File: config.mk
export PLATFORM = sky130hd
export DESIGN_NAME = strided_load_sched
export DESIGN_NICKNAME = d
export VERILOG_FILES = /design/src/rtl/sls_pkg.sv /design/src/rtl/sls_bank_tracker.sv /design/src/rtl/sls_addr_gen.sv /design/src/rtl/sls_tag_pipe.sv /design/src/rtl/strided_load_sched.sv
export SDC_FILE = /design/constraint.sdc
export NUM_CORES = 1
export LEC_CHECK = 0
export CAP_MARGIN = 15
export CORE_MARGIN = 2
export CORE_UTILIZATION = 40
export DETAILED_ROUTE_END_ITERATION = 6
export PLACE_DENSITY_LB_ADDON = 0.08
export SETUP_SLACK_MARGIN = 0.5
export SYNTH_ARGS = -nofsm -noshare
export SYNTH_HDL_FRONTEND = slang
export SYNTH_SLANG_ARGS = --single-unit
File: constraint.sdc
create_clock -name clk_i -period 2.5 [get_ports clk_i]
set_input_delay 0.375 -clock clk_i [delete_from_list [all_inputs] [get_ports clk_i]]
set_output_delay 0.375 -clock clk_i [all_outputs]
set_load 0.1 [all_outputs]
File: src/rtl/sls_pkg.sv
package sls_pkg;

  typedef enum logic {
    ST_IDLE = 1'b0,
    ST_RUN  = 1'b1
  } run_state_e;

endpackage

File: src/rtl/sls_bank_tracker.sv
module sls_bank_tracker #(
  parameter int N_BANKS  = 8,
  parameter int BUSY_CYC = 6,
  localparam int BANK_W  = $clog2(N_BANKS),
  localparam int BUSY_W  = $clog2(BUSY_CYC + 1)
) (
  input  logic              clk_i,
  input  logic              rst_ni,
  input  logic              fire_i,
  input  logic [BANK_W-1:0] bank_i,
  output logic [N_BANKS-1:0] busy_o
);

  localparam logic [BUSY_W-1:0] RELOAD = BUSY_W'(BUSY_CYC - 1);

  logic [N_BANKS-1:0] load_vec;

  for (genvar b = 0; b < N_BANKS; b++) begin : g_bank
    logic [BUSY_W-1:0] cnt_q;

    assign load_vec[b] = fire_i && (bank_i == BANK_W'(b));
    assign busy_o[b]   = (cnt_q != '0);

    always_ff @(posedge clk_i or negedge rst_ni) begin
      if (!rst_ni)            cnt_q <= '0;
      else if (load_vec[b])   cnt_q <= RELOAD;
      else if (cnt_q != '0)   cnt_q <= cnt_q - 1'b1;
    end


    cnt_range_chk: assert property (@(posedge clk_i) disable iff (!rst_ni)
      cnt_q <= RELOAD);
  end


  one_bank_chk: assert property (@(posedge clk_i) disable iff (!rst_ni)
    $onehot0(load_vec));


  free_bank_chk: assert property (@(posedge clk_i) disable iff (!rst_ni)
    fire_i |-> !busy_o[bank_i]);

endmodule

File: src/rtl/sls_addr_gen.sv
module sls_addr_gen #(
  parameter int ADDR_W = 32,
  parameter int LEN_W  = 8
) (
  input  logic              clk_i,
  input  logic              rst_ni,
  input  logic              load_i,
  input  logic [ADDR_W-1:0] base_i,
  input  logic [ADDR_W-1:0] stride_i,
  input  logic [LEN_W-1:0]  last_idx_i,
  input  logic              stall_i,
  output logic              req_valid_o,
  output logic [ADDR_W-1:0] addr_o,
  output logic [LEN_W-1:0]  idx_o
);

  logic              active_q;
  logic [ADDR_W-1:0] addr_q, stride_q;
  logic [LEN_W-1:0]  idx_q;

  assign req_valid_o = active_q && !stall_i;
  assign addr_o      = addr_q;
  assign idx_o       = idx_q;

  always_ff @(posedge clk_i or negedge rst_ni) begin
    if (!rst_ni) begin
      active_q <= 1'b0;
      addr_q   <= '0;
      stride_q <= '0;
      idx_q    <= '0;
    end else if (load_i) begin
      active_q <= 1'b1;
      addr_q   <= base_i;
      stride_q <= stride_i;
      idx_q    <= '0;
    end else if (req_valid_o) begin
      if (idx_q == last_idx_i) begin
        active_q <= 1'b0;
      end else begin
        addr_q <= addr_q + stride_q;
        idx_q  <= idx_q + 1'b1;
      end
    end
  end


  addr_step_chk: assert property (@(posedge clk_i) disable iff (!rst_ni)
    req_valid_o && !load_i && (idx_q != last_idx_i)
      |=> (addr_q == $past(addr_q) + $past(stride_q)) && (idx_q == $past(idx_q) + 1'b1));


  hold_on_stall_chk: assert property (@(posedge clk_i) disable iff (!rst_ni)
    active_q && stall_i && !load_i |=> $stable(addr_q) && $stable(idx_q));

endmodule

File: src/rtl/sls_tag_pipe.sv
module sls_tag_pipe #(
  parameter int LEN_W   = 8,
  parameter int LATENCY = 12
) (
  input  logic             clk_i,
  input  logic             rst_ni,
  input  logic             vld_i,
  input  logic [LEN_W-1:0] idx_i,
  output logic             vld_o,
  output logic [LEN_W-1:0] idx_o
);

  logic             vld_q [LATENCY];
  logic [LEN_W-1:0] idx_q [LATENCY];

  for (genvar s = 0; s < LATENCY; s++) begin : g_stage
    logic             vld_d;
    logic [LEN_W-1:0] idx_d;

    if (s == 0) begin : g_head
      assign vld_d = vld_i;
      assign idx_d = idx_i;
    end else begin : g_body
      assign vld_d = vld_q[s-1];
      assign idx_d = idx_q[s-1];
    end

    always_ff @(posedge clk_i or negedge rst_ni) begin
      if (!rst_ni) begin
        vld_q[s] <= 1'b0;
        idx_q[s] <= '0;
      end else begin
        vld_q[s] <= vld_d;
        idx_q[s] <= idx_d;
      end
    end
  end

  assign vld_o = vld_q[LATENCY-1];
  assign idx_o = idx_q[LATENCY-1];

endmodule

File: src/rtl/strided_load_sched.sv
module strided_load_sched
  import sls_pkg::*;
#(
  parameter int ADDR_W   = 32,
  parameter int DATA_W   = 32,
  parameter int LEN_W    = 8,
  parameter int N_BANKS  = 8,
  parameter int BUSY_CYC = 6,
  parameter int LATENCY  = 12,
  parameter int CNT_W    = 16,
  localparam int BANK_W  = $clog2(N_BANKS)
) (
  input  logic              clk_i,
  input  logic              rst_ni,
  input  logic              start_i,
  input  logic [ADDR_W-1:0] base_i,
  input  logic [ADDR_W-1:0] stride_i,
  input  logic [LEN_W-1:0]  len_i,
  output logic              busy_o,
  output logic              req_valid_o,
  output logic [ADDR_W-1:0] req_addr_o,
  output logic [BANK_W-1:0] req_bank_o,
  input  logic [DATA_W-1:0] rsp_data_i,
  output logic              out_valid_o,
  output logic [LEN_W-1:0]  out_idx_o,
  output logic [DATA_W-1:0] out_data_o,
  output logic              done_o,
  output logic [CNT_W-1:0]  cycle_cnt_o
);

  run_state_e         state_q;
  logic               accept, stall;
  logic [LEN_W-1:0]   last_q, req_idx;
  logic [N_BANKS-1:0] bank_busy;
  logic [CNT_W-1:0]   cyc_q;

  assign accept = start_i && (state_q == ST_IDLE) && (len_i != '0);
  assign busy_o = (state_q == ST_RUN);

  always_ff @(posedge clk_i or negedge rst_ni) begin
    if (!rst_ni) begin
      state_q <= ST_IDLE;
      last_q  <= '0;
      cyc_q   <= '0;
    end else if (accept) begin
      state_q <= ST_RUN;
      last_q  <= len_i - 1'b1;
      cyc_q   <= CNT_W'(1);
    end else if (busy_o) begin
      if (done_o) state_q <= ST_IDLE;
      else        cyc_q   <= cyc_q + 1'b1;
    end
  end

  assign req_bank_o = req_addr_o[BANK_W-1:0];
  assign stall      = bank_busy[req_bank_o];

  sls_addr_gen #(.ADDR_W(ADDR_W), .LEN_W(LEN_W)) i_addr_gen (
    .clk_i       (clk_i),
    .rst_ni      (rst_ni),
    .load_i      (accept),
    .base_i      (base_i),
    .stride_i    (stride_i),
    .last_idx_i  (last_q),
    .stall_i     (stall),
    .req_valid_o (req_valid_o),
    .addr_o      (req_addr_o),
    .idx_o       (req_idx)
  );

  sls_bank_tracker #(.N_BANKS(N_BANKS), .BUSY_CYC(BUSY_CYC)) i_bank_tracker (
    .clk_i  (clk_i),
    .rst_ni (rst_ni),
    .fire_i (req_valid_o),
    .bank_i (req_bank_o),
    .busy_o (bank_busy)
  );

  sls_tag_pipe #(.LEN_W(LEN_W), .LATENCY(LATENCY)) i_tag_pipe (
    .clk_i  (clk_i),
    .rst_ni (rst_ni),
    .vld_i  (req_valid_o),
    .idx_i  (req_idx),
    .vld_o  (out_valid_o),
    .idx_o  (out_idx_o)
  );

  assign out_data_o  = rsp_data_i;
  assign done_o      = out_valid_o && (out_idx_o == last_q);
  assign cycle_cnt_o = cyc_q;


  done_in_load_chk: assert property (@(posedge clk_i) disable iff (!rst_ni)
    done_o |-> busy_o && out_valid_o);


  cnt_step_chk: assert property (@(posedge clk_i) disable iff (!rst_ni)
    busy_o && !done_o |=> cyc_q == $past(cyc_q) + 1'b1);


  cnt_hold_chk: assert property (@(posedge clk_i) disable iff (!rst_ni)
    !busy_o && !accept |=> $stable(cyc_q));


  ret_in_load_chk: assert property (@(posedge clk_i) disable iff (!rst_ni)
    out_valid_o |-> busy_o);


  busy_start_chk: assert property (@(posedge clk_i) disable iff (!rst_ni)
    busy_o && start_i && !done_o |=> busy_o && (last_q == $past(last_q)));


  zero_len_chk: assert property (@(posedge clk_i) disable iff (!rst_ni)
    !busy_o && start_i && (len_i == '0) |=> !busy_o);

endmodule

**Word level (Yosys, flattened, before mapping)**

Index checks and enable logic that the tools add are counted.

- Input bits: 107
- Flip-flop bits (word level): 230
- Output and inout bits: 95

- Magnitude comparators: 1
- Bitwise gates (word level): 1
- Equal/unequal tests: 11
- Multiplexer cells: 33
- Reductions and logical operators: 37
- Add/subtract/negate cells: 12

Operators with widths:

| cell | number |
|---|---|
| two-way mux 32 bit | 3 |
| two-way mux 16 bit | 3 |
| two-way mux 3 bit | 16 |
| adder 32 bit | 1 |
| two-way mux 8 bit | 3 |
| nonzero test 3 bit | 8 |
| subtractor 3 x 1 -> 3 bit (second input constant) | 8 |
| nonzero test 2 bit | 11 |
| adder 16 x 1 -> 16 bit (second input constant) | 1 |
| equality test 8 bit | 2 |
| equality test 3 bit (second input constant) | 4 |
| logical AND 1 bit | 12 |
| adder 8 x 1 -> 8 bit (second input constant) | 1 |
| nonzero test 8 bit | 1 |
| subtractor 8 x 1 -> 8 bit (second input constant) | 1 |
| two-way mux 1 bit | 7 |
| equality test 3 x 2 -> 1 bit (second input constant) | 2 |
| AND reduction 2 bit | 3 |
| less-than comparator 3 x 4 -> 1 bit (second input constant) | 1 |
| binary-select mux 1 bit (select 3 bit) | 1 |
| equality test 3 x 1 -> 1 bit (second input constant) | 1 |
| zero test 3 bit | 1 |
| inequality test 2 x 1 -> 1 bit (second input constant) | 1 |
| inequality test 2 bit (second input constant) | 1 |
| 2 further kinds | 2 |

**Longest topological paths before layout**

- Word-level depth: 7
- Depth in mapped cells: 13

**By module**

From an unflattened synthesis, not the netlist that was laid out.

- Cells, all modules: 926
- Area, all modules: 10,517.6 um^2

By module, submodules not included:

| module | instances | cells an instance | area an instance (um^2) |
|---|---|---|---|
| sls_addr_gen | 1 | 505 | 4,772.1 |
| sls_tag_pipe | 1 | 108 | 2,702.6 |
| strided_load_sched | 1 | 181 | 1,691.6 |
| sls_bank_tracker | 1 | 132 | 1,351.3 |

**Least setup slack after synthesis**

OpenSTA, ideal clock, no wires.

- Kind: register to register
- Start: reg i_tag_pipe.idx_q, in the netlist i_tag_pipe.idx_o[4]
- End: reg cyc_q[15] (netlist: cycle_cnt_o[15])
- Clock period less this slack: 4.590 ns
- Cell stages (with the launch flop): 10
- Data arrival time: 4.458 ns
- Required time: 2.368 ns
- Path buffers: 0
- Setup time: 0.132 ns
- Path slack: -2.090 ns
- Cell sequence: dfrtp_1 -> xnor2_1 -> nand4_1 -> nor3_1 -> nor2b_1 -> nand4_1 -> nor3_1 -> nand4_1 -> xor2_1 -> nor2_1

- Longest elaborated chain between the ends: 4

RTL lines:

| what | RTL line | text |
|---|---|---|
| from (decl) | sls_tag_pipe.sv:14 | `logic [LEN_W-1:0] idx_q [LATENCY];` |
| from (signal, indexed assignment) | sls_tag_pipe.sv:34 | `idx_q[s] <= idx_d;` |
| equality test 8 bit | strided_load_sched.sv:89 | `assign done_o = out_valid_o && (out_idx_o == last_q);` |
| logical AND 1 bit | strided_load_sched.sv:89 |  |
| net done_o | strided_load_sched.sv:27 | `output logic done_o,` |
| inequality test 2 x 1 -> 1 bit (no line) | - |  |
| AND reduction 2 bit (no line) | - |  |
| to (signal assigned) | strided_load_sched.sv:51 | `else cyc_q <= cyc_q + 1'b1;` |
| to (decl) | strided_load_sched.sv:35 | `logic [CNT_W-1:0] cyc_q;` |

The timed path passes the listed nets, and every way through them passes these cells.
A chain may end at the register's enable or synchronous reset.

**Final worst setup path**

- Start: reg i_bank_tracker.g_bank[4].cnt_q[0]
- End: out req_valid_o

- Longest elaborated chain between the ends: 5

RTL lines:

| what | RTL line | text |
|---|---|---|
| from (decl) | sls_bank_tracker.sv:19 | `logic [BUSY_W-1:0] cnt_q;` |
| from (signal assigned) | sls_bank_tracker.sv:27 | `else if (cnt_q != '0) cnt_q <= cnt_q - 1'b1;` |
| nonzero test 3 bit | sls_bank_tracker.sv:22 | `assign busy_o[b] = (cnt_q != '0);` |
| binary-select mux 1 bit (select 3 bit) | strided_load_sched.sv:56 | `assign stall = bank_busy[req_bank_o];` |
| two-way mux 1 bit (not written as such) | strided_load_sched.sv:56 |  |
| zero test 1 bit | sls_addr_gen.sv:21 | `assign req_valid_o = active_q && !stall_i;` |
| logical AND 1 bit | sls_addr_gen.sv:21 |  |
| to (decl) | strided_load_sched.sv:20 | `output logic req_valid_o,` |

No other way between the ends. The select of a mux whose other input is x is not followed.

==> flow_summary.ini <==
[outcome]
status = finished with violations
violations = setup timing

[worst_setup_path]
reg2reg_from = i_addr_gen.addr_o[0]$_DFFE_PN0P_
crit_type = reg2out
critPathLaunch = i_bank_tracker.g_bank[4].cnt_q[0]$_DFFE_PN0P_
cp.required_ns = 2.12
cp.arrival_ns = 2.35
crit_fanout = 2
r2r_slack_ns = -0.20
critPathLaunchType = flip-flop
cp-end-kind = primary output

[synth]
synth_top_area_cell = dfrtp_1
synth-edff-count = 0
yosys.area.top_type_share_pct = 54.9
avgSynthCellArea_sq_um = 10.4
yosys_warnings = 0
synthDistinctLibCells = 67
ys_ff_latch = 230
synthArstFlopShare_pct = 100
synth_nets = 1169
synthTopCellsByArea = dfrtp_1, nand2_1, ha_1, xnor2_1, a21oi_1
synthCells = 1010
ys_seq_area_share_pct = 54.9
synthesis.area_sq_um = 10500
synth_ff_type = dfrtp_1

[floorplan]
fp-row-count = 59
boundaryPins = 202
die_w_um = 166
initial_core_util_pct = 40.5
coreArea_sq_um = 25900
dieArea_sq_um = 27500
die_h_um = 166

[cells_and_area]
drive_gt1_share_pct = 35.0
nFillCells = 2207
n_antenna_cell = 0
nets = 1434
fin_cells = 1630
final_area_sq_um = 15300
syn2layout_area_growth_pct = 45.5

[global_routing]
grt_usage_pct = 18.4
grt_pass1_vias = 7901
grt_overflow = 0
grt_max_degree = 75
grt_pass1_wl_mm = 41.5
antenna_found_initial = 0

[clock_tree]
cts.sinks = 230
clockBufferDepth = 3
cts-root-buf = clkbuf_16
cts_buffers = 26
cts_tree = built
htreeDepth = 1
clk_pin_slew_worst_paths_ns = 0.06
clock_latency_ns = 0.54

[route]
route.detailed.drc = 0
route.met3.wl_mm = 1.00
vias = 7964
wire_per_inst_um = 16.0
antenna_left = 0
drt-met1-wl_mm = 12.4
avgViaCountPerCell = 4.89
route.top_layer_used = met4
drt_wl_total_mm = 26.0
drt_iter0_drc = 333
met2WireLength_mm = 12.2
dr.pass1.iters = 4

[job]
maxCapViolations = 0

[sta]
hold_viol_final = 0
max_slew_margin_pct = 59.2
rsz0062_at_grt = yes
fin_crit_sh_pct = 109
skew_ns = 0.0127
holdWs_ns = 0.343
setup_viol = 12
final_max_slew_viol_count = 0
max_freq_mhz = 368
worst_slew_pin_slew_ns = 0.612
layout_min_cycle_time_ns = 2.72
setup_slack_ns = -0.221

[placement]
dpl-instance-area_sq_um = 13000
io_buffers = 137
dp_hpwl_mm = 17.7
dp.cells = 1533
gp_congestion = 0.810

[min_path]
min_from = i_tag_pipe.g_stage[9].idx_d[7]$_DFF_PN0_
holdCritPathClass = reg2reg
stage by stage:
stage               setup TNS, ns  util (%)  setup WS (ns)
finish                      -1.44      58.9         -0.221
global route                -3.76      58.9         -0.348
CTS                        -0.886      56.4         -0.200
detailed placement          -1.42      50.2         -0.208
global placement           -0.940      50.2         -0.165
floorplan                   -2.32         -         -0.249
worst max-delay path: stages (launching register included):
cell,delay (ns)
dfrtp_1,0.34
inv_1,0.07
ha_4,0.17
nor3b_4,0.14
a311oi_2,0.31
buf_4,0.18
o32ai_4,0.07
nand2_2,0.10
buf_6,0.10
clkinvlp_4,0.13
buf_12,0.19
registers in the layout, indices dropped and copies added (netlist names), 8 cells and up:
register                     count
i_tag_pipe.idx_o                 8
i_addr_gen.idx_o                 8
cycle_cnt_o                     16
i_tag_pipe.g_stage.vld_d        11
i_bank_tracker.g_bank.cnt_q     24
i_addr_gen.stride_q             32
last_q                           8
i_tag_pipe.g_stage.idx_d        88
i_addr_gen.addr_o               32
path summary, 6_finish.rpt:
path / end / depth (start not counted)
worst min-delay path: i_tag_pipe.g_stage[10].idx_d[7]$_DFF_PN0_ / 0
worst max register to register: i_addr_gen.addr_o[10]$_DFFE_PN0P_ / 13
worst min register to register: i_tag_pipe.g_stage[10].idx_d[7]$_DFF_PN0_ / 0
min in group asynchronous: cycle_cnt_o[12]$_DFFE_PN0P_ / 2
max in group asynchronous: i_addr_gen.addr_o[10]$_DFFE_PN0P_ / 3
worst max-delay path: req_valid_o / 10
synth_stat cells, types with 15 or more instances:
cell and instances:
xor2_1 25, inv_1 33, xnor2_1 48, buf_4 38, o21ai_1 21, nand4_1 15
nor2_1 81, dfrtp_1 230, nand2_1 179, ha_1 51, clkbuf_1 16, a21oi_1 66
o21ai_0 22, a21o_1 19
metal layers:
metal / vias to the layer above / track usage (%)
li1: 3928 / -
met1: 3859 / 27.3
met2: 146 / 28.6
met3: 31 / 2.62
met4: 0 / 4.54
met5: - / 0
layout by cell type (no fill, tap or decap), drive strengths merged, types with 3 or more instances in the layout:
cell type,n
a211oi,9
a21o,19
a21oi,69
a221oi,6
a31oi,7
and2,3
and3,11
buf,229
bufinv,5
clkbuf,32
clkdlybuf4s50,73
clkinv,9
clkinvlp,3
dfrtp,230
ha,51
inv,32
mux2i,11
nand2,180
nand2b,3
nand3,14
nand4,15
nor2,82
nor2b,9
nor3,10
nor3b,4
o211ai,5
o21ai,43
o21bai,4
o221ai,3
or2,6
or3,5
xnor2,48
xor2,25
kinds of logic after synthesis:
group / Yosys count / synth area share [%]
AND/OR/NAND/NOR: 352 / 14.9
flip-flops: 230 / 54.9
AO/OA/AOI/OAI: 188 / 11.5
buffers and inverters: 104 / 5.30
XOR/XNOR: 73 / 6.09
adder cells (fa/ha/maj): 52 / 6.27
multiplexers: 11 / 1.05
area by class of cell:
type	count	area [sq um]	area share (%)
well taps	335	419	2.75
flip-flops and latches	230	5850	38.3
inverters	33	128	0.836
multi-input cells	679	5090	33.3
clock buffers	32	703	4.61
repair buffers	305	2820	18.5
clock inverters	16	254	1.66
timing repair:
action,CTS,global route
hold buffers,1,0
endpoints found under the setup margin,60,81
setup buffers,22,20
gates resized for setup,80,94
pin swaps,54,56
cloned,5,1
endpoints found under the hold margin,69,0
Power is left out: the tool's default activity adds up to more than one toggle a clock period on the data nets, which glitch-free logic cannot reach.
